**config.mk**
```make
export PLATFORM = sky130hd
export DESIGN_NAME = slave_supervisor
export DESIGN_NICKNAME = d
export VERILOG_FILES = /design/src/rtl/supv_pkg.sv /design/src/rtl/comm_watchdog.sv /design/src/rtl/blink_timer.sv /design/src/rtl/reset_combiner.sv /design/src/rtl/led_status.sv /design/src/rtl/slave_supervisor.sv
export SDC_FILE = /design/constraint.sdc
export NUM_CORES = 1
export LEC_CHECK = 0
export ABC_AREA = 1
export BUFFER_PORTS_ARGS = -buffer_cell sky130_fd_sc_hd__buf_2
export CAP_MARGIN = 10
export CORE_MARGIN = 4
export CORE_UTILIZATION = 47
export DETAILED_ROUTE_END_ITERATION = 7
export PLACE_DENSITY = 0.77
export SLEW_MARGIN = 15
export SYNTH_ARGS = -nofsm -noshare
export SYNTH_HDL_FRONTEND = slang
export SYNTH_HIERARCHICAL = 1
export SYNTH_SLANG_ARGS = --single-unit
```
**constraint.sdc**
```tcl
create_clock -name clk -period 2.1 [get_ports clk]
set_clock_uncertainty 0.15 [all_clocks]
set_input_delay 0.105 -clock clk [delete_from_list [all_inputs] [get_ports clk]]
set_output_delay 0.105 -clock clk [all_outputs]
set_load 0.01 [all_outputs]
```
**src/rtl/supv_pkg.sv**
```systemverilog
package supv_pkg;

    typedef enum logic [1:0] {
        WD_IDLE  = 2'd0,
        WD_ARMED = 2'd1,
        WD_FIRED = 2'd2
    } wd_state_t;

    typedef enum logic [2:0] {
        LS_OFF    = 3'd0,
        LS_RUN    = 3'd1,
        LS_NOCOMM = 3'd2,
        LS_NOADDR = 3'd3,
        LS_FAULT  = 3'd4,
        LS_RESET  = 3'd5
    } led_state_t;

endpackage

```
**src/rtl/comm_watchdog.sv**
```systemverilog
module comm_watchdog
    import supv_pkg::*;
#(
    parameter int TIMEOUT_MS = 75
) (
    input  logic clk,
    input  logic rst_n,
    input  logic ms_tick,
    input  logic strobe,
    input  logic enable,
    output logic expire,
    output logic fired
);
    localparam int CW = $clog2(TIMEOUT_MS + 1);
    localparam logic [CW-1:0] LAST = CW'(TIMEOUT_MS - 1);

    wd_state_t state_q, state_d;
    logic [CW-1:0] cnt_q, cnt_d;

    always_comb begin
        state_d = state_q;
        cnt_d   = cnt_q;
        expire  = 1'b0;
        if (!enable) begin
            state_d = WD_IDLE;
            cnt_d   = '0;
        end else begin
            unique case (state_q)
                WD_IDLE: begin
                    if (strobe) begin
                        state_d = WD_ARMED;
                        cnt_d   = '0;
                    end
                end
                WD_ARMED: begin
                    if (strobe) begin
                        cnt_d = '0;
                    end else if (ms_tick) begin
                        if (cnt_q == LAST) begin
                            state_d = WD_FIRED;
                            cnt_d   = '0;
                            expire  = 1'b1;
                        end else begin
                            cnt_d = cnt_q + 1'b1;
                        end
                    end
                end
                WD_FIRED: begin
                    if (strobe) begin
                        state_d = WD_ARMED;
                        cnt_d   = '0;
                    end
                end
                default: begin
                    state_d = WD_IDLE;
                    cnt_d   = '0;
                end
            endcase
        end
    end

    always_ff @(posedge clk or negedge rst_n) begin
        if (!rst_n) begin
            state_q <= WD_IDLE;
            cnt_q   <= '0;
        end else begin
            state_q <= state_d;
            cnt_q   <= cnt_d;
        end
    end

    assign fired = (state_q == WD_FIRED);

    assert_disabled_idle_R3: assert property (@(posedge clk) disable iff (!rst_n)
        !enable |=> !fired);

    assert_strobe_rearms_R3: assert property (@(posedge clk) disable iff (!rst_n)
        (enable && strobe) |=> !fired);

    assert_count_bound_R2: assert property (@(posedge clk) disable iff (!rst_n)
        cnt_q <= LAST);

endmodule

```
**src/rtl/blink_timer.sv**
```systemverilog
module blink_timer #(
    parameter int BLINK_HALF_MS = 200
) (
    input  logic clk,
    input  logic rst_n,
    input  logic ms_tick,
    output logic phase
);
    localparam int BW = $clog2(BLINK_HALF_MS + 1);
    localparam logic [BW-1:0] HLAST = BW'(BLINK_HALF_MS - 1);

    logic [BW-1:0] bcnt_q;
    logic          phase_q;

    always_ff @(posedge clk or negedge rst_n) begin
        if (!rst_n) begin
            bcnt_q  <= '0;
            phase_q <= 1'b0;
        end else if (ms_tick) begin
            if (bcnt_q == HLAST) begin
                bcnt_q  <= '0;
                phase_q <= ~phase_q;
            end else begin
                bcnt_q <= bcnt_q + 1'b1;
            end
        end
    end

    assign phase = phase_q;

    assert_phase_on_tick_R7: assert property (@(posedge clk) disable iff (!rst_n)
        !ms_tick |=> $stable(phase_q));

endmodule

```
**src/rtl/reset_combiner.sv**
```systemverilog
module reset_combiner (
    input  logic clk,
    input  logic rst_n,
    input  logic cmd_reset_slave,
    input  logic cmd_reset_bcast,
    input  logic long_low_reset,
    input  logic wd_expire,
    output logic soft_reset
);
    logic ll_q;
    logic pulse_q;

    always_ff @(posedge clk or negedge rst_n) begin
        if (!rst_n) begin
            ll_q    <= 1'b0;
            pulse_q <= 1'b0;
        end else begin
            ll_q    <= long_low_reset;
            pulse_q <= cmd_reset_slave | cmd_reset_bcast | wd_expire
                     | (long_low_reset & ~ll_q);
        end
    end

    assign soft_reset = pulse_q;

    assert_cmd_pulse_R4: assert property (@(posedge clk) disable iff (!rst_n)
        (cmd_reset_slave || cmd_reset_bcast) |=> soft_reset);

    assert_ll_rise_R5: assert property (@(posedge clk) disable iff (!rst_n)
        (long_low_reset && !ll_q) |=> soft_reset);

endmodule

```
**src/rtl/led_status.sv**
```systemverilog
module led_status
    import supv_pkg::*;
(
    input  logic clk,
    input  logic rst_n,
    input  logic phase,
    input  logic hold_reset,
    input  logic fault,
    input  logic addr_zero,
    input  logic wd_fired,
    output logic led1,
    output logic led2
);
    led_state_t state_q, state_d;

    always_comb begin
        if (hold_reset)      state_d = LS_RESET;
        else if (fault)      state_d = LS_FAULT;
        else if (addr_zero)  state_d = LS_NOADDR;
        else if (wd_fired)   state_d = LS_NOCOMM;
        else                 state_d = LS_RUN;
    end

    always_ff @(posedge clk or negedge rst_n) begin
        if (!rst_n) state_q <= LS_OFF;
        else        state_q <= state_d;
    end

    always_comb begin
        led1 = 1'b0;
        led2 = 1'b0;
        unique case (state_q)
            LS_OFF:    begin led1 = 1'b0;   led2 = 1'b0;    end
            LS_RUN:    begin led1 = 1'b1;   led2 = 1'b0;    end
            LS_NOCOMM: begin led1 = 1'b0;   led2 = 1'b1;    end
            LS_NOADDR: begin led1 = phase;  led2 = 1'b1;    end
            LS_FAULT:  begin led1 = phase;  led2 = ~phase;  end
            LS_RESET:  begin led1 = 1'b0;   led2 = phase;   end
            default:   begin led1 = 1'b0;   led2 = 1'b0;    end
        endcase
    end

    assert_reset_dark1_R11: assert property (@(posedge clk) disable iff (!rst_n)
        hold_reset |=> !led1);

    assert_fault_alt_R10: assert property (@(posedge clk) disable iff (!rst_n)
        (!hold_reset && fault) |=> (led1 != led2));

    assert_noaddr_led2_R9: assert property (@(posedge clk) disable iff (!rst_n)
        (!hold_reset && !fault && addr_zero) |=> led2);

endmodule

```
**src/rtl/slave_supervisor.sv**
```systemverilog
module slave_supervisor #(
    parameter int TIMEOUT_MS    = 75,
    parameter int BLINK_HALF_MS = 200
) (
    input  logic clk,
    input  logic rst_n,
    input  logic ms_tick,
    input  logic data_strobe,
    input  logic param_strobe,
    input  logic cmd_reset_slave,
    input  logic cmd_reset_bcast,
    input  logic long_low_reset,
    input  logic fault_n,
    input  logic out_overload,
    input  logic addr_zero,
    input  logic wd_enable,
    output logic soft_reset,
    output logic led1,
    output logic led2
);
    logic wd_expire;
    logic wd_fired;
    logic phase;

    comm_watchdog #(.TIMEOUT_MS(TIMEOUT_MS)) u_wd (
        .clk     (clk),
        .rst_n   (rst_n),
        .ms_tick (ms_tick),
        .strobe  (data_strobe | param_strobe),
        .enable  (wd_enable),
        .expire  (wd_expire),
        .fired   (wd_fired)
    );

    blink_timer #(.BLINK_HALF_MS(BLINK_HALF_MS)) u_blink (
        .clk     (clk),
        .rst_n   (rst_n),
        .ms_tick (ms_tick),
        .phase   (phase)
    );

    reset_combiner u_rst (
        .clk             (clk),
        .rst_n           (rst_n),
        .cmd_reset_slave (cmd_reset_slave),
        .cmd_reset_bcast (cmd_reset_bcast),
        .long_low_reset  (long_low_reset),
        .wd_expire       (wd_expire),
        .soft_reset      (soft_reset)
    );

    led_status u_led (
        .clk        (clk),
        .rst_n      (rst_n),
        .phase      (phase),
        .hold_reset (long_low_reset | out_overload),
        .fault      (~fault_n),
        .addr_zero  (addr_zero),
        .wd_fired   (wd_fired),
        .led1       (led1),
        .led2       (led2)
    );

    assert_fire_pulses_R2: assert property (@(posedge clk) disable iff (!rst_n)
        $rose(wd_fired) |-> soft_reset);

    assert_reset_dark_R1: assert property (@(posedge clk)
        !rst_n |-> (!led1 && !led2 && !soft_reset));

endmodule

```
======== After elaboration in Yosys (flattened, before gate mapping) ========
Cells that the tools add are included.
operators by class
  muxes and demuxes ....................... 24
  reductions and logical operators ........ 7
  bitwise logic cells ..................... 8
  add/subtract/negate cells ............... 2
  equal/unequal tests ..................... 14
operator list
  kind                                           count
  2-to-1 mux 7 bit                               5
  case mux 7 bit (2 select lines)                1
  2-to-1 mux 2 bit                               6
  2-to-1 mux 3 bit                               3
  adder 8 x 1 -> 8 bit, second input constant    1
  == test 8 bit, second input constant           1
  2-to-1 mux 8 bit                               1
  adder 7 x 1 -> 7 bit, second input constant    1
  == test 7 bit, second input constant           1
  == test 3 x 2 -> 1 bit, second input constant  2
  == test 3 bit, second input constant           2
  != test 3 x 2 -> 1 bit, second input constant  2
  != test 3 bit, second input constant           2
  OR reduction 2 bit                             3
  2-to-1 mux 1 bit                               5
  OR 1 bit                                       5
  != test 4 x 3 -> 1 bit, second input constant  1
  case mux 2 bit (2 select lines)                1
  AND reduction 2 bit                            2
  AND reduction 4 bit                            1
  == test 3 x 1 -> 1 bit, second input constant  1
  case mux 1 bit (3 select lines)                1
  == test 2 x 1 -> 1 bit, second input constant  1
  == test 2 bit, second input constant           1
  4 further kinds                                5
storage, ports and cells
  input bits .............................. 12
  logic and storage cells ................. 62
  register bits after elaboration ......... 23
  output and inout port bits .............. 3

======== Depth between registers and ports, before layout ========
Gate-level depths: netlist of the first run.
  depth after elaboration ................. 8
  mapped depth ............................ 10
  mapped depth without buffers ............ 10

======== Hierarchy ========
Netlist of the first run, hierarchy kept.
by module, submodules not included
  module            times used  cells an instance  area each (µm²)
  comm_watchdog     1           92                 630.6
  blink_timer       1           61                 470.5
  led_status        1           27                 170.2
  reset_combiner    1           7                  70.1
  slave_supervisor  1           7                  26.3

======== Worst setup path after synthesis of the first run ========
OpenSTA, ideal clock, no wires.
  kind .................................... register to register
  start ................................... register u_wd.cnt_q[0]
  end ..................................... register u_wd.cnt_q[3]
  setup time .............................. 0.120 ns
  data arrival time ....................... 1.073 ns
  required time ........................... 1.830 ns
  stages on the path, launching flop included .. 10
  path slack .............................. 0.757 ns
  cells stage by stage .................... dfrtp_1 -> inv_1 -> ha_1 -> nand2_1 -> inv_1 -> nand2_1 -> nor2_2 -> nor2_2 -> nor2_1 -> nor2_1
on the way
  cells in the longest elaborated chain, start to end .. 6
  elaborated cells on any way between the ends .. 7
  classes of those cells .................. add/sub (1); eq/ne (1); mux (5)
RTL lines
  what                                                          line                                      RTL
  start: declaration                                            comm_watchdog.sv:18                       logic [CW-1:0] cnt_q, cnt_d;
  start signal: assignment                                      comm_watchdog.sv:68                       cnt_q <= cnt_d;
  adder 7 x 1 -> 7 bit / == test 7 bit (equally long branches)  comm_watchdog.sv:44, comm_watchdog.sv:39
  2-to-1 mux 7 bit (*)                                          comm_watchdog.sv:39                       if (cnt_q == LAST) begin
  2-to-1 mux 7 bit (*)                                          comm_watchdog.sv:38                       end else if (ms_tick) begin
  2-to-1 mux 7 bit (*)                                          comm_watchdog.sv:36                       if (strobe) begin
  case mux 7 bit (2 select lines) (*)                           comm_watchdog.sv:28                       unique case (state_q)
  2-to-1 mux 7 bit (*)                                          comm_watchdog.sv:24                       if (!enable) begin
Every way passes the cells marked *; elsewhere a longest branch is shown, timed or not. The select of a mux whose other input is x is not followed.
A chain may end at the register's enable or synchronous reset.

======== Final worst setup path of the first run ========
  start ................................... register u_wd.cnt_q[0]
  end ..................................... register u_wd.state_q[0]
on the way
  cells in the longest elaborated chain, start to end .. 3
RTL lines
  what                                     line                 RTL
  == test 7 bit                            comm_watchdog.sv:39
  != test 3 x 2 -> 1 bit (no source line)  -
  AND reduction 4 bit (no source line)     -
  end signal: assignment                   comm_watchdog.sv:67  state_q <= state_d;
  end: declaration                         comm_watchdog.sv:17  wd_state_t state_q, state_d;
Every way passes these cells.

==> metrics.md, run 1 <==
| Metric | Value |
|---|---|
| Seq/Total Area, Yosys | `42.1%` |
| Crit end category | `flop` |
| Combinational power share | `26.1%` |
| Routability cong. | `0.816` |
| Fmax | `between 0.5 and 0.6 GHz` |
| CP max stage cell | `dlygate4sd3_1` |
| Antenna cells | `0` |
| Final WL | `around 2600 µm` |
| Clock tree sinks | `23` |
| CP delay by family, top | `buffers and inverters` |
| Crit start category | `flop` |
| Post-route cell area | `roughly 1600 µm²` |
| Clock share of power | `a little under a fifth` |
| Vias in the first global route | `1131` |
| Row cnt | `19` |
| Critical Path AT | `2030 ps` |
| Internal Power | `0.000713 W` |
| Die area | `3840 µm²` |
| Final WS setup | `124 ps` |
| Most Frequent Cell on Critical Path | `nand2_1` |
| Post-Synthesis Cell Area | `around 1400 µm²` |
| Number of buffers and inverters on the critical path | `3` |
| Post-synth top area cell | `dfrtp_1` |
| Max cap viols | `0` |
| Worst path max stage delay | `550 ps` |
| Worst Max-Slew Pin Slew | `508 ps` |
| Die W | `approximately 62 µm` |
| CTS tree | `done` |
| FF-to-FF Start | `u_wd/cnt_q[0]` |
| Final core utilization | `59.1%` |
| Routed wire per std cell | `10.2 µm` |
| Layout net count | `240` |
| Rel. slew slack | `66.2%` |
| Grt ovf | `0` |
| R2R setup slack | `120 ps` |
| Crit path required time | `2150 ps` |
| Filler cells | `252` |
| Static Leak | `between 0.9 and 1 nW` |
| Cells after DPL | `239` |
| DPL Wire Length | `1840 µm` |
| Post-Synthesis Cells | `around 190` |
| Share of the synthesized area in the top cell type | `42.1%` |
| FFs w/ async S/R, synth | `100%` |
| Final period util | `a little over nine tenths` |
| DRC violations left | `0` |
| FF/Latch Area | `576 µm²` |
| TritonRoute pass-1 iters | `5` |
| CTS buffer count | `3` |
| Count leader, synth | `nand2_1` |
| Clock-pin slew on the worst setup and hold paths | `130 ps` |
| Initial antenna violation count | `0` |
| Slew Limit Fails | `0` |
| Port-buffer cells | `14` |
| Place WS | `627 ps` |
| Non-filler cells in the finished layout | `255` |
| Top cells by count, synth | `nand2_1 (62), inv_1 (40), dfrtp_1 (23)` |
| Pin count of the biggest net entering global routing | `24` |
| Tot Pwr | `0.00108 W` |
| Dpl cell area | `1480 µm²` |
| Top post-synthesis cells by area | `dfrtp_1 (42%), nand2_1 (17%), inv_1 (11%)` |
| Via count | `1215` |
| Mean area per synthesized cell | `7.05 µm²` |
| Core Footprint | `2760 µm²` |
| Die Span Y | `between 60 and 70 µm` |
| Root buffer cell | `clkbuf_4` |
| P per Cell Area | `between 600 and 700 nW/µm²` |
| Switching pwr | `0.000369 W` |
| Crit path cell chain | `inv_1, ha_1, nand2_1, inv_1, nand2_1, nor2_4, nand3_1, nand2_1, nand2_1, dlygate4sd3_1` |
| Unique masters post-synth | `21` |
| CP Max Fanout | `3` |
| Sequential cell fraction of total power | `55.1%` |
| Yosys warning count | `6` |
| Io pins | `15` |
| Hold Violations, Final | `0` |
| ANT nets after route | `0` |
| Clock latency on the worst-skew pair | `around 310 ps` |
| CTS Buffer Depth | `2` |
| Area Growth Syn to Fin | `19.1%` |
| Worst VDD drop | `0.657 mV` |
| Share of cells above drive strength 1 | `13.8%` |
| Final setup viols | `0` |
| RR Endpoint | `u_wd/state_q[0]` |
| HP Class | `in2async` |
| Post-synthesis register bit count | `23` |
| Status | `completed` |
| Synth Flop Type | `dfrtp_1` |
| Post-Syn Nets | `209` |
| Initial core utilization | `between 40% and 50%` |
| H-Tree Depth | `1` |
| Switching Fraction | `34.1%` |
| Gr usage total | `16.2%` |
| Multi-input logic area | `about 640 µm²` |
| 1st-iter DRT viols | `45` |
| R2R cell count | `10` |
| Crit Path Category | `reg2reg` |
| Number of flops mapped to enable cells by yosys | `0` |
| First-pass GRT wire length | `between 4000 and 5000 µm` |
| Crit path time final | `between 1500 and 2000 ps` |
| Via-to-Cell Ratio | `approximately 4.8` |
[worst register-to-register path: cells and delay by family, from the launching register on]
kind	cells	cell delay (ps)
buffers and inverters	3	720
AND/OR/NAND/NOR	6	440
flip-flops	1	410
adder cells (fa/ha/maj)	1	160
[kinds of logic after synthesis]
family | count (synthesis) | share of synthesized area, %
compound gates | 4 | 1.83
xor+xnor | 3 | 1.92
fa+ha+maj | 3 | 2.75
buf+inv | 42 | 11.5
flops | 23 | 42.1
simple gates | 119 | 39.9
[timing repair]
action / in CTS / in global routing
buffers inserted: 0 / 0
hold endpoints to repair: 32 / 0
resized for setup: 0 / 1
hold buffers: 12 / 0
endpoints found under the setup margin: 0 / 1
[power groups by stage]
stage / Combinational, W / Sequential, W / Clock [W]
floorplan: 0.000205 / 0.000588 / 0
global placement: 0.000258 / 0.000604 / 0
detailed placement: 0.000264 / 0.000607 / 0
CTS: 0.000286 / 0.000598 / 0.000214
global route: 0.000332 / 0.000611 / 0.000239
finish: 0.000283 / 0.000597 / 0.000203
[final cells by class]
type / instances / area share, %
multi-input combinational: 129 / 39.2
sequential: 23 / 35.3
timing repair buffer: 26 / 11.7
inverter: 42 / 9.68
tap: 31 / 2.38
clock buffer: 3 / 1.38
clock inverter: 1 / 0.307
[worst max-delay path by stage]
stage | endpoint | from | depth (start not counted) | slack [ps]
3_5_place_dp | u_wd/cnt_q[4] | u_wd/cnt_q[0] | 9 | 630
3_3_place_gp | u_wd/cnt_q[3] | u_wd/cnt_q[0] | 9 | 690
2_1_floorplan | u_wd/cnt_q[3] | u_wd/cnt_q[0] | 9 | 760
5_1_grt | u_wd/state_q[0] | u_wd/cnt_q[0] | 10 | -2
6_report | u_wd/state_q[0] | u_wd/cnt_q[0] | 10 | 120
4_1_cts | u_wd/state_q[0] | u_wd/cnt_q[0] | 10 | 140
[through the flow]
| stage | TNS (ps) | hold WS (ps) |
|---|---|---|
| CTS | 0 | 133 |
| finish | 0 | 126 |
| floorplan | 0 | -341 |
| global route | -2.33 | 165 |
| global placement | 0 | -43.6 |
| detailed placement | 0 | -45.9 |
[registers in the layout (all words and copies together) (netlist names)]
name              cells
u_led/state_q         3
u_blink/bcnt_q        8
u_wd/cnt_q            7
u_blink/phase         1
u_rst/soft_reset      1
u_rst/ll_q            1
u_wd/state_q          2
[routing by layer]
layer  routed length [µm]  global-route usage [%]  vias to the layer above  share of wire (%)
met5                    0                       0                        -                  0
met4                    2                    3.64                        0              0.077
met3                   97                    4.55                        2                3.7
met2                 1360                    28.4                       21                 52
met1                 1160                    19.5                      551                 44
li1                     -                       -                      641                  -
[cells in the final DEF, fill, tap and decap left out, drive strengths merged, types with 2 or more instances in the layout]
master and instances:
nand2 65, dlygate4sd3 12, nand3 18, dfrtp 23, ha 3, nor3 2
buf 14, clkbuf 3, nor2 27, nand4 6, inv 42, xor2 2
(Power assumes the default switching activity.)
==> inputs of run 2 (changes only) <==
--- a/config.mk
+++ b/config.mk
@@ -6,11 +6,12 @@
 export NUM_CORES = 1
 export LEC_CHECK = 0
 export ABC_AREA = 1
-export BUFFER_PORTS_ARGS = -buffer_cell sky130_fd_sc_hd__buf_2
+export BUFFER_PORTS_ARGS = -buffer_cell sky130_fd_sc_hd__buf_4
 export CAP_MARGIN = 10
 export CORE_MARGIN = 4
 export CORE_UTILIZATION = 47
 export DETAILED_ROUTE_END_ITERATION = 7
+export GPL_ROUTABILITY_DRIVEN = 0
 export PLACE_DENSITY = 0.77
 export SLEW_MARGIN = 15
 export SYNTH_ARGS = -nofsm -noshare
==> run 2 against run 1 <==
  * Combinational power rose by 5%
  * Clock-buffer cell count grew 1
  * Total power up 1.1%
  * Critical endpoint unchanged
  * Via count shrank 1.9%
  * Highest routed layer unchanged
  * Fmax increased by 0.96%
  * Setup slack improved by 19 ps
  * Sequential power about the same
  * Critical path type unchanged
  * Wire length up 1.1%
  * Sequential share of layout area down 0.61 points
  * Global-route usage decreased by 0.52 points
  * Largest cell class unchanged
==> metrics.md, run 2 (same netlist as run 1, synthesis figures left out) <==
| Metric | Value |
|---|---|
| Grt ovf | `0` |
| Final WL | `2640 µm` |
| Clock-pin slew on the worst setup and hold paths | `120 ps` |
| Routed wire per std cell | `approximately 10 µm` |
| Worst setup path endpoint | `u_wd/state_q[0]` |
| FF-to-FF Start | `u_wd/cnt_q[0]` |
| Met3 usage | `2.48%` |
| Crit end category | `flop` |
| Switching pwr | `between 0.0003 and 0.0004 W` |
| Clock share of power | `a little under a fifth` |
| CTS Buffer Depth | `2` |
| Layout net count | `240` |
| Hold Violations, Final | `0` |
| Max FFs per register | `8` |
| Most Crowded Layer GR | `met2` |
| Dpl cell area | `1510 µm²` |
| CTS tree | `done` |
| GRT met2 Usage | `27.5%` |
| Initial antenna violation count | `0` |
| Die Span Y | `~62 µm` |
| Biggest regs | `u_blink/bcnt_q: 8 flops, u_wd/cnt_q: 7 flops, u_led/state_q: 3 flops` |
| First-pass GRT wire length | `4490 µm` |
| Crit start category | `flop` |
| Io pins | `15` |
| Crit Path Category | `reg2reg` |
| Static Leak | `0.950 nW` |
| Worst VDD drop | `0.498 mV` |
| Vias in the first global route | `1127` |
| Final period util | `93.2%` |
| HP Class | `in2async` |
| R2R cell count | `10` |
| Switching Fraction | `33.5%` |
| H-Tree Depth | `1` |
| Rel. slew slack | `79.5%` |
| Max cap viols | `0` |
| Share of cells above drive strength 1 | `13.4%` |
| Root buffer cell | `clkbuf_4` |
| Crit path required time | `approximately 2200 ps` |
| Critical Path AT | `2010 ps` |
| Pin count of the biggest net entering global routing | `24` |
| Worst Max-Slew Pin Slew | `306 ps` |
| Biggest register | `u_blink/bcnt_q` |
| Port-buffer cells | `14` |
| Die W | `61.9 µm` |
| Critical path origin | `u_wd/cnt_q[0]` |
| Fmax | `about 0.51 GHz` |
| Gr usage total | `15.6%` |
| PostCTS Resize Cnt | `0` |
| Most common cell after layout, fill and taps aside | `nand2_1` |
| Antenna cells | `0` |
| Internal Power | `0.000727 W` |
| RR Endpoint | `u_wd/state_q[0]` |
| M1 GR Usage | `19.3%` |
| Via-to-Cell Ratio | `4.67` |
| Most frequent cells in the layout | `nand2_1 (62), inv_1 (40), dfrtp_1 (23), nor2_1 (22), nand3_1 (17)` |
| CP Max Fanout | `3` |
| Combinational power share | `~27%` |
| Sequential cell fraction of total power | `54.5%` |
| Area Growth Syn to Fin | `21.2%` |
| Final setup viols | `0` |
| Row cnt | `19` |
| Slew Limit Fails | `0` |
| RSZ-0062 raised after global routing | `no` |
| Initial core utilization | `49.6%` |
| Core Footprint | `between 2000 and 3000 µm²` |
| ANT nets after route | `0` |
| Final core utilization | `between 60% and 70%` |
| TritonRoute pass-1 iters | `4` |
| R2R setup slack | `between 100 and 150 ps` |
| Via count | `1192` |
| Status | `completed` |
| DRC violations left | `0` |
| Post-route cell area | `1660 µm²` |
| Crit path time final | `1960 ps` |
| Clock tree sinks | `23` |
| Die area | `3840 µm²` |
| Setup_tns | `0 ps` |
| P per Cell Area | `about 660 nW/µm²` |
| Clock latency on the worst-skew pair | `300 ps` |
| CTS buffer count | `3` |
| DPL Wire Length | `1900 µm` |
| 1st-iter DRT viols | `27` |
==> run 2: cell types whose count changed in the layout (fill, tap and decap cells not counted), sizes merged <==
cell    before  now
clkbuf       3    4
clkinv       1    0
==> run 2: stage by stage <==
stage                     hold WS [ps]  std cells  power (W)  setup WS [ps]
after floorplan                   -341        194   0.000793            757
after global placement            -132        239   0.000873            673
after detailed placement          -133        239   0.000884            656
after CTS                         64.0        255    0.00111            154
after global routing              74.3        255    0.00120           17.4
final                             66.7        255    0.00109            143
==> run 2: power groups by stage <==
| stage | clock (W) | sequential (W) | combinational, W |
|---|---|---|---|
| 2_1_floorplan | 0 | 0.000588 | 0.000205 |
| 3_3_place_gp | 0 | 0.000603 | 0.000270 |
| 3_5_place_dp | 0 | 0.000606 | 0.000278 |
| 4_1_cts | 0.000213 | 0.000597 | 0.000300 |
| 5_1_grt | 0.000237 | 0.000609 | 0.000351 |
| 6_report | 0.000200 | 0.000596 | 0.000297 |
==> run 2: repair_timing <==
item	4_1_cts	5_1_grt
buffers inserted	0	0
endpoints found under the hold margin	34	0
hold buffers	12	0
==> run 2: worst min-delay path by stage <==
stage                             end  slack (ps)  depth (start not counted)
floorplan           u_blink/bcnt_q[0]        -340                          0
global placement    u_blink/bcnt_q[4]        -130                          1
detailed placement  u_blink/bcnt_q[4]        -130                          1
CTS                     u_blink/phase          60                          2
global route        u_blink/bcnt_q[4]          70                          2
finish              u_blink/bcnt_q[4]          70                          2
==> run 2: final cells by class <==
| cell class | count | area (µm²) |
|---|---|---|
| sequential | 23 | 576 |
| multi-input combinational | 129 | 634 |
| inverter | 42 | 158 |
| fill | 264 | 1100 |
| tap | 31 | 38.8 |
| clock buffer | 4 | 26.3 |
| timing repair buffer | 26 | 225 |
==> run 2: layer usage <==
metal	wire (µm)	up-vias	part of all wire, %
met2	1350	16	51
met3	75	2	2.8
met5	0	-	0
met1	1200	529	45
li1	-	645	-
met4	16	0	0.61
==> run 2: worst max-delay path, stage by stage, from the launching register on <==
cell,delay [ps]
dfrtp_1,420
inv_1,90
ha_1,150
nand2_1,50
inv_1,60
nand2_1,60
nor2_2,140
nand3_1,100
nand2_1,70
nand2_1,40
dlygate4sd3_1,540
==> inputs of run 3 (changes only) <==
--- a/config.mk
+++ b/config.mk
@@ -5,14 +5,14 @@
 export SDC_FILE = /design/constraint.sdc
 export NUM_CORES = 1
 export LEC_CHECK = 0
-export ABC_AREA = 1
+export ABC_AREA = 0
 export BUFFER_PORTS_ARGS = -buffer_cell sky130_fd_sc_hd__buf_4
 export CAP_MARGIN = 10
 export CORE_MARGIN = 4
 export CORE_UTILIZATION = 47
 export DETAILED_ROUTE_END_ITERATION = 7
 export GPL_ROUTABILITY_DRIVEN = 0
-export PLACE_DENSITY = 0.77
+export PLACE_DENSITY = 0.78
 export SLEW_MARGIN = 15
 export SYNTH_ARGS = -nofsm -noshare
 export SYNTH_HDL_FRONTEND = slang
==> run 3 against run 2 <==
  * Worst hold slack worse by 23 ps
  * First-iteration DRC count is 140% higher
  * Combinational power is 45% lower
  * Largest cell class unchanged
  * Sequential share of layout area is 4.7 points higher
  * Clock power is 2% higher
  * Final cell count is 32% lower
  * Total power is 14% lower
==> metrics.md, run 3 <==
| Metric | Value |
|---|---|
| Status | `completed` |
| Critical path origin | `out_overload` |
| Crit start category | `primary input` |
| Final WS setup | `272 ps` |
| CTS tree | `done` |
| Post-CTS Setup Repair Bufs | `0` |
| Post-synthesis register bit count | `23` |
| Post-Synthesis Cell Area | `between 1000 and 1500 µm²` |
| RSZ-0062 raised after global routing | `no` |
| Die Span Y | `58.2 µm` |
| H-Tree Depth | `1` |
| Initial core utilization | `51.5%` |
| Synth Flop Type | `dfrtp_1` |
| Post-CTS Hold Fix Bufs | `11` |
| CTS Buffer Depth | `2` |
| TritonRoute pass-1 iters | `4` |
| Clock tree sinks | `23` |
| FFs w/ async S/R, synth | `100%` |
| Metal3 WL | `85 µm` |
| Mean area per synthesized cell | `around 10 µm²` |
| Gr usage total | `16.3%` |
| Area Growth Syn to Fin | `23.5%` |
| Biggest regs | `u_blink/bcnt_q: 8 flops, u_wd/cnt_q: 7 flops, u_led/state_q: 3 flops` |
| Crit path time final | `1830 ps` |
| Final setup viols | `0` |
| Crit end category | `flop` |
| Crit Path Category | `in2reg` |
| R2R setup slack | `around 380 ps` |
| RR Endpoint | `u_wd/cnt_q[4]` |
| Post-Synthesis Cells | `116` |
| Uppermost layer routed | `met4` |
| CP Max Fanout | `2` |
| Unique masters post-synth | `39` |
| Top cells by count, synth | `dfrtp_1 (23), nor2_1 (11)` |
| Share of the synthesized area in the top cell type | `48.7%` |
| Antenna cells | `0` |
| Via-to-Cell Ratio | `~5.7` |
| Port-buffer cells | `14` |
| M1 wire length | `998 µm` |
| PostCTS Resize Cnt | `0` |
| HP Class | `in2async` |
| Io pins | `15` |
| Max cap viols | `0` |
| Place WS | `just over 400 ps` |
| Via count | `between 900 and 1000` |
| Most common cell after layout, fill and taps aside | `dfrtp_1` |
| Die area | `3380 µm²` |
| Max FFs per register | `8` |
| Worst Max-Slew Pin Slew | `about 450 ps` |
| FF-to-FF Start | `u_wd/cnt_q[4]` |
| Critical Path AT | `1940 ps` |
| Final WL | `2460 µm` |
| Rel. slew slack | `between 70% and 80%` |
| 1st-iter DRT viols | `65` |
| Filler cells | `184` |
| Post-Syn Nets | `131` |
| Number of flops mapped to enable cells by yosys | `0` |
| ANT nets after route | `0` |
| Tot Pwr | `0.000938 W` |
| Biggest register | `u_blink/bcnt_q` |
| Slew Limit Fails | `0` |
| First-pass GRT wire length | `4240 µm` |
| Grt ovf | `0` |
| Final period util | `just under 90%` |
| Crit path required time | `~2200 ps` |
| Initial antenna violation count | `0` |
| Vias in the first global route | `959` |
| Die W | `58.2 µm` |
| Yosys warning count | `6` |
| Post-synth top area cell | `dfrtp_1` |
| P per Cell Area | `between 600 and 700 nW/µm²` |
| Row cnt | `17` |
| Worst setup path endpoint | `u_led/state_q[1]` |
| DPL Wire Length | `~1700 µm` |
| Clock-pin slew on the worst setup and hold paths | `about 130 ps` |
| Root buffer cell | `clkbuf_4` |
| Hold Violations, Final | `0` |
| Top post-synthesis cells by area | `dfrtp_1 (49%), xnor2_1 (4.4%), nor2_1 (3.5%)` |
| Setup_tns | `0 ps` |
| Routed wire per std cell | `~14 µm` |
| Most frequent cells in the layout | `dfrtp_1 (23), buf_4 (14), dlygate4sd3_1 (11), nor2_1 (11)` |
| Count leader, synth | `dfrtp_1` |
| CTS buffer count | `3` |
| Share of cells above drive strength 1 | `17.2%` |
| Worst VDD drop | `approximately 0.47 mV` |
| Clock latency on the worst-skew pair | `310 ps` |
| DRC violations left | `0` |
| Core Footprint | `2300 µm²` |
| Fmax | `0.547 GHz` |
| R2R cell count | `4` |
| Routed wl met2 | `1340 µm` |
| Static Leak | `0.613 nW` |
| Pin count of the biggest net entering global routing | `24` |
| Layout net count | `161` |
| Seq/Total Area, Yosys | `48.7%` |
[run 3: cell type report]
type	count	area, µm²	area share (%)
clock inverters	1	5.00	0.343
flip-flops and latches	23	576	39.4
well taps	28	35.0	2.40
multi-input cells	87	584	40.0
inverters	6	22.5	1.54
repair buffers	25	215	14.7
clock buffers	3	22.5	1.54
[run 3: how the worst min path moves through the flow]
| stage | startpoint | to | slack, ps | cells after the start |
|---|---|---|---|---|
| 5_1_grt | rst_n | u_blink/bcnt_q[2] | 40 | 2 |
| 3_3_place_gp | rst_n | u_blink/bcnt_q[2] | -140 | 1 |
| 3_5_place_dp | rst_n | u_blink/bcnt_q[5] | -140 | 1 |
| 6_report | rst_n | u_blink/bcnt_q[2] | 40 | 2 |
| 2_1_floorplan | rst_n | u_blink/bcnt_q[0] | -340 | 0 |
| 4_1_cts | rst_n | u_blink/bcnt_q[5] | 40 | 2 |
[run 3: worst max-delay path: stages]
cell and delay, ps:
dlygate4sd3_1 560, buf_4 130, or2_1 230, or2_2 280, nor2_1 100, dlygate4sd3_1 540
[run 3: kinds of logic (layout without fill, tap and decap cells)]
group | Yosys count | after routing | share of synthesized area (%)
AOI/OAI and AO/OA | 22 | 22 | 11.7
buffers and inverters | 6 | 35 | 1.90
DFF | 23 | 23 | 48.7
and+or+nand+nor | 52 | 52 | 27.1
xor gates and xnor gates | 10 | 10 | 7.41
adders and majority gates | 3 | 3 | 3.17
[run 3: layer usage]
layer  vias to the layer above  global-route usage, %
li1                        473                      -
met1                       482                   19.2
met2                        19                   28.9
met3                         5                   4.68
met4                         0                   3.97
met5                         -                      0
[run 3: through the flow]
stage          hold slack [ps]  utilization (%)  instances  instance area [µm²]
4_1_cts                   42.7             63.6        173                 1460
5_1_grt                   39.7             63.6        173                 1460
3_3_place_gp              -143             57.6        158                 1320
2_1_floorplan             -341                -        116                 1180
6_report                  43.8             63.6        173                 1460
3_5_place_dp              -137             57.6        158                 1320
[run 3: report_power, final]
group / total, W / leakage, nW / internal [W] / switching [W]
logic: 0.000163 / 0.303 / 0.0000897 / 0.0000731
registers: 0.000570 / 0.291 / 0.000496 / 0.0000738
clock network: 0.000205 / 0.0177 / 0.0000713 / 0.000134
total: 0.000938 / 0.613 / 0.000657 / 0.000281
